[config.mk]
export PLATFORM = sky130hd
export DESIGN_NAME = evt_irq_ctrl
export DESIGN_NICKNAME = d
export VERILOG_FILES = /design/src/rtl/evt_irq_pkg.sv /design/src/rtl/evt_irq_bank.sv /design/src/rtl/evt_irq_rdmux.sv /design/src/rtl/evt_irq_ctrl.sv
export SDC_FILE = /design/constraint.sdc
export NUM_CORES = 1
export LEC_CHECK = 0
export ABC_CLOCK_PERIOD_IN_PS = 1150
export BUFFER_PORTS_ARGS = -buffer_cell sky130_fd_sc_hd__buf_2
export CELL_PAD_IN_SITES_DETAIL_PLACEMENT = 1
export CELL_PAD_IN_SITES_GLOBAL_PLACEMENT = 1
export CORE_MARGIN = 3
export CORE_UTILIZATION = 35
export CTS_BUF_LIST = sky130_fd_sc_hd__clkbuf_4
export DETAILED_ROUTE_END_ITERATION = 10
export PLACE_DENSITY_LB_ADDON = 0.1
export SLEW_MARGIN = 20
export SYNTH_ARGS = -nofsm -noshare
export SYNTH_HDL_FRONTEND = slang
export SYNTH_SLANG_ARGS = --single-unit
[constraint.sdc]
create_clock -name clk -period 1.15 [get_ports clk]
set_input_delay 0.0575 -clock clk [delete_from_list [all_inputs] [get_ports clk]]
set_output_delay 0.0575 -clock clk [all_outputs]
set_load 0.005 [all_outputs]
[src/rtl/evt_irq_pkg.sv]
package evt_irq_pkg;

    localparam int REG_W     = 8;
    localparam int ADDR_W    = 8;
    localparam int VER_W     = 5;
    localparam int NUM_BANKS = 2;

    localparam logic [ADDR_W-1:0] ADDR_VER = 8'h01;
    localparam int                ST_BASE  = 3;
    localparam int                EN_BASE  = ST_BASE + NUM_BANKS;

    typedef logic [REG_W-1:0] reg_t;

    typedef struct packed {
        logic              rd;
        logic              wr;
        logic [ADDR_W-1:0] addr;
        reg_t              wdata;
    } reg_req_t;

    typedef struct packed {
        reg_t status;
        reg_t enable;
    } bank_view_t;

    // Bank 1 powers up with its lowest cause (power-on) enabled.
    function automatic reg_t en_reset_of(int bank);
        return (bank == 1) ? reg_t'(1) : '0;
    endfunction

    function automatic logic [ADDR_W-1:0] st_addr_of(int bank);
        return ADDR_W'(ST_BASE + bank);
    endfunction

    function automatic logic [ADDR_W-1:0] en_addr_of(int bank);
        return ADDR_W'(EN_BASE + bank);
    endfunction

endpackage

[src/rtl/evt_irq_bank.sv]
module evt_irq_bank
    import evt_irq_pkg::*;
#(
    parameter reg_t              EN_RESET = '0,
    parameter logic [ADDR_W-1:0] ST_ADDR  = 8'h03,
    parameter logic [ADDR_W-1:0] EN_ADDR  = 8'h05
) (
    input  logic       clk,
    input  logic       rst,
    input  reg_req_t   req,
    input  reg_t       evt_i,
    output bank_view_t view_o,
    output logic       pending_o
);

    reg_t status_q;
    reg_t en_q;
    logic rd_hit;
    logic wr_hit;

    assign rd_hit = req.rd && (req.addr == ST_ADDR);
    assign wr_hit = req.wr && (req.addr == EN_ADDR);

    always_ff @(posedge clk) begin
        if (rst) begin
            status_q <= '0;
            en_q     <= EN_RESET;
        end else begin
            status_q <= (rd_hit ? (status_q & ~en_q) : status_q) | evt_i;
            if (wr_hit) begin
                en_q <= req.wdata;
            end
        end
    end

    assign view_o.status = status_q;
    assign view_o.enable = en_q;
    assign pending_o     = |(status_q & en_q);


    evt_latched_chk: assert property (@(posedge clk) disable iff (rst)
        1'b1 |=> ((status_q & $past(evt_i)) == $past(evt_i)));


    rd_clears_enabled_chk: assert property (@(posedge clk) disable iff (rst)
        rd_hit |=> ((status_q & $past(en_q) & ~$past(evt_i)) == '0));


    disabled_sticky_chk: assert property (@(posedge clk) disable iff (rst)
        1'b1 |=> (($past(status_q) & ~$past(en_q) & ~status_q) == '0));


    en_write_chk: assert property (@(posedge clk) disable iff (rst)
        wr_hit |=> (en_q == $past(req.wdata)));


    en_hold_chk: assert property (@(posedge clk) disable iff (rst)
        !wr_hit |=> $stable(en_q));

endmodule

[src/rtl/evt_irq_rdmux.sv]
module evt_irq_rdmux
    import evt_irq_pkg::*;
#(
    parameter logic [VER_W-1:0] VERSION_CODE = 5'h06
) (
    input  logic [ADDR_W-1:0]                addr_i,
    input  bank_view_t [NUM_BANKS-1:0]       views_i,
    output reg_t                             rdata_o
);

    always_comb begin
        rdata_o = '0;
        if (addr_i == ADDR_VER) begin
            rdata_o = {{(REG_W-VER_W){1'b0}}, VERSION_CODE};
        end
        for (int i = 0; i < NUM_BANKS; i++) begin
            if (addr_i == st_addr_of(i)) rdata_o = views_i[i].status;
            if (addr_i == en_addr_of(i)) rdata_o = views_i[i].enable;
        end
    end

endmodule

[src/rtl/evt_irq_ctrl.sv]
module evt_irq_ctrl
    import evt_irq_pkg::*;
#(
    parameter logic [4:0] VERSION_CODE = 5'h06
) (
    input  logic       clk,
    input  logic       rst,
    input  logic [7:0] evt_a_i,
    input  logic [7:0] evt_b_i,
    input  logic [7:0] reg_addr_i,
    input  logic       reg_rd_i,
    input  logic       reg_wr_i,
    input  logic [7:0] reg_wdata_i,
    output logic [7:0] reg_rdata_o,
    output logic       irq_n_o
);

    reg_req_t                   req;
    reg_t       [NUM_BANKS-1:0] evt_vec;
    bank_view_t [NUM_BANKS-1:0] views;
    logic       [NUM_BANKS-1:0] pending;

    assign req.rd    = reg_rd_i;
    assign req.wr    = reg_wr_i;
    assign req.addr  = reg_addr_i;
    assign req.wdata = reg_wdata_i;
    assign evt_vec   = {evt_b_i, evt_a_i};

    for (genvar g = 0; g < NUM_BANKS; g++) begin : g_bank
        evt_irq_bank #(
            .EN_RESET (en_reset_of(g)),
            .ST_ADDR  (st_addr_of(g)),
            .EN_ADDR  (en_addr_of(g))
        ) bank_i (
            .clk       (clk),
            .rst       (rst),
            .req       (req),
            .evt_i     (evt_vec[g]),
            .view_o    (views[g]),
            .pending_o (pending[g])
        );
    end

    evt_irq_rdmux #(
        .VERSION_CODE (VERSION_CODE)
    ) rdmux_i (
        .addr_i  (reg_addr_i),
        .views_i (views),
        .rdata_o (reg_rdata_o)
    );

    assign irq_n_o = ~|pending;


    irq_follows_evt_chk: assert property (@(posedge clk) disable iff (rst)
        (|((evt_a_i & views[0].enable) | (evt_b_i & views[1].enable)) && !reg_wr_i)
            |=> !irq_n_o);

endmodule

==> impl_metrics.csv <==
group,metric,value,unit
outcome,outcome,"complete, but fails checks",
outcome,violations_in_the_final_reports,"negative setup slack",
pwr,power.switching,0.593,mW
clock_tree,cts_buffers,5,
sta,timing.final.hold_violations,0,
critical_path,slowest_cell_on_the_critical_path,"dfxtp_2",
global_routing,number_of_antenna_violations_at_the_first_check_in_global_routing,0,
pwr,share_seq_of_total_power,54.4,%
logic_synthesis,seq_area_frac_synth,40.8,%
sta,rsz0062_at_grt,"yes",
floorplanning,floorplan.initialDensity,37.7,%
floorplanning,io_pins,45,
hold_path,min-delay-path-class,"in2reg",
logic_synthesis,synth_area,0.00157,mm2
sta,timing.hold.ws,0.0144,ns
critical_path,end_kind,"output pin",
sta,fmax,651,MHz
final_layout,post_route_cells_drive_above_1_share,39.9,%
global_routing,track_usage,23.5,%
global_routing,grt_overflow,0,
pwr,power.combinational.fraction,15.8,%
final_layout,fillerInstances,501,
routing,detail_route.first_pass.iterations,4,
logic_synthesis,syn-mean-instance-area,8.10,um2
pwr,p_leak,1.06,nW
sta,final_max_slew_viol_count,0,
sta,fin_ws,-0.385,ns
logic_synthesis,synthArstFlopShare,0,%
logic_synthesis,netlist_instances,194,
logic_synthesis,synth_seq_cells,32,
logic_synthesis,yosys_most_used_dff,"dfxtp_1",
logic_synthesis,synthDominantCellAreaShare,40.8,%
clock_tree,ctsHtreeMaxLevel,2,
sta,period_utilisation_layout,134,%
final_layout,antenna_cells_inserted,0,
logic_synthesis,netlist_cell_types,29,
place,place_area,0.00206,mm2
logic_synthesis,netlist_top_cells_count,"dfxtp_1, inv_1, nor2_1",
floorplanning,die-height,73.0,um
logic_synthesis,synth_fp_nets,230,
critical_path,startpoint_of_the_lowest_slack_register_to_register_path,"g_bank[0].bank_i.en_q[4]$_SDFFE_PP0P_",
final_layout,number_of_nets_in_the_layout,327,
clock_tree,worst_setup_hold_path_clk_slew,0.10,ns
logic_synthesis,synthDominantAreaCellType,"dfxtp_1",
pwr,clockPowerShare,29.8,%
logic_synthesis,yosys_warnings,0,
hold_path,whs_path_depth,3,
critical_path,critPathLaunchType,"register",
pwr,fin_total_pwr,2.19,mW
routing,post-route-drc-count,0,
floorplanning,dieArea,0.00533,mm2
pwr,irDropWorstVdd,0.487,mV
final_layout,utilization,59.0,%
clock_tree,cts.path.max_buffers,2,
floorplanning,rows,23,
sta,setup_viol_count_final,9,
global_routing,number_of_global_route_vias_before_repair,1944,
critical_path,path_cells,"a22o_1 -> a221oi_2 -> nand3_1 -> nor2_1 -> buf_2",
critical_path,depth_of_the_worst_register_to_register_path,5,
place,port_buffers,44,
sta,final.setup_skew,0.0132,ns
pwr,p_int,1.59,mW
routing,routed_via_density,5.34,
critical_path,worst_ep_arrival_time,1.48,ns
critical_path,timing.critical_path.from,"g_bank[0].bank_i.en_q[6]$_SDFFE_PP0P_",
floorplanning,placeableCoreArea,0.00417,mm2
place,post-dp-hpwl,4.10,mm
pwr,p_per_area,888,mW/mm2
hold_path,timing.hold.worst.start,"evt_b_i[7]",
logic_synthesis,post_synth_main_area_contributors,"dfxtp_1, inv_1, nor2_1, mux2i_1, a21oi_1",
routing,routed_wire_per_std_cell,16.8,um
clock_tree,cts_tree,"yes",
sta,slew-limit-headroom,78.8,%
sta,worst_pin_slew,0.319,ns
pwr,sw_frac_of_total,27.1,%
sta,finalCriticalPeriod,1.54,ns
critical_path,critPathRequiredTime,1.09,ns
place,gp_congestion,0.862,
final_layout,stdcell_area,0.00246,mm2
global_routing,grt_max_degree,19,
clock_tree,clock_insertion_delay_worst_skew,0.35,ns
logic_synthesis,synth_most_common_cell,"dfxtp_1",
critical_path,worst-path-max-fanout,2,
routing,num_vias,1820,
clock_tree,clkSinkCount,32,
final_layout,syn_to_final_growth,56.7,%
global_routing,grt_first_pass_wirelength,9.45,mm
logic_synthesis,synth-edff-count,0,
routing,antenna_left,0,
run,maxCapViolCount,0,
clock_tree,cts-root-buf,"clkbuf_4",
critical_path,biggest_cell_delay_along_the_critical_path,0.33,ns
critical_path,worst-setup-path-type,"reg2out",
routing,routed_wirelength,5.72,mm
routing,first_iter_violations,47,
floorplanning,die_width,73.0,um
## final timing paths
path,endpoint,slack (ns)
setup / recovery,irq_n_o,-0.39
hold / removal,g_bank[1].bank_i.status_q[7]$_SDFF_PP0_,0.01
setup reg to reg,g_bank[0].bank_i.status_q[4]$_SDFF_PP0_,0.20
hold reg to reg,g_bank[0].bank_i.status_q[0]$_SDFF_PP0_,0.51
## stage by stage
stage | TNS, ns | std cells | setup WS, ns
6_report | -2.45 | 341 | -0.385
5_1_grt | -3.14 | 341 | -0.531
3_5_place_dp | -6.32 | 305 | -0.269
4_1_cts | -2.51 | 339 | -0.386
3_3_place_gp | -4.86 | 305 | -0.201
2_1_floorplan | -0.153 | 194 | -0.0161
## cell families (layout without fill, tap and decap cells)
kind of cell / Yosys count / count (layout) / synth area share (%)
AOI/OAI and AO/OA: 56 / 56 / 25.0
muxes: 8 / 8 / 5.10
DFF: 32 / 32 / 40.8
and+or+nand+nor: 64 / 64 / 20.5
buffers and inverters: 34 / 131 / 8.68
## area by class of cell
cell class                 instances  area [um2]  share of cell area, %
multi-input combinational        128         848                   34.5
clock buffer                       6        45.0                   1.83
sequential                        32         664                   27.0
clock inverter                     1        5.00                  0.203
timing repair buffer              99         743                   30.2
inverter                          25        93.8                   3.81
tap                               50        62.6                   2.54
## layout by cell type, fill, tap and decap left out, types with 3 or more instances in the layout
master,instances
o21ai_0,8
buf_6,4
dfxtp_1,15
nand2_1,14
nor2_1,23
a22oi_1,4
dlygate4sd3_1,23
a22oi_2,5
nand2b_1,3
a22o_1,3
buf_2,44
mux2i_1,8
a311oi_1,8
buf_12,3
a21oi_1,15
dfxtp_2,16
a221o_1,7
nand3_1,11
clkbuf_4,6
buf_4,25
inv_1,23
## power groups by stage
| stage | Clock [mW] | Combinational [mW] | Sequential, mW |
|---|---|---|---|
| final | 0.653 | 0.346 | 1.19 |
| after global routing | 0.724 | 0.381 | 1.19 |
| after CTS | 0.654 | 0.337 | 1.19 |
| after detailed placement | 0 | 0.264 | 1.21 |
| after global placement | 0 | 0.251 | 1.21 |
| after floorplan | 0 | 0.108 | 1.20 |
## worst max-delay path, delay by kind of cell (launching register included)
family,cells,cell delay (ns)
AO/OA/AOI/OAI,2,0.44
flip-flops,1,0.33
buffers and inverters,1,0.12
AND/OR/NAND/NOR,2,0.24
## flip-flops by register name (all words and copies together), names as in the netlist
| signal | count |
|---|---|
| g_bank.bank_i.status_q | 16 |
| g_bank.bank_i.en_q | 16 |
## metal layers
metal	track usage, %	share of wire (%)
met5	0	0
met4	8.81	1.7
met3	4.96	4.6
met2	40.7	50
met1	28.2	44
## what timing repair did
| action | in CTS | in global routing |
|---|---|---|
| hold buffers | 23 | 0 |
| endpoints found under the hold margin | 28 | 0 |
| resized for setup | 26 | 8 |
| setup endpoints to repair | 9 | 9 |
| buffers inserted | 4 | 2 |
| pin swaps | 7 | 6 |
Power figures use the tool's default switching activity.
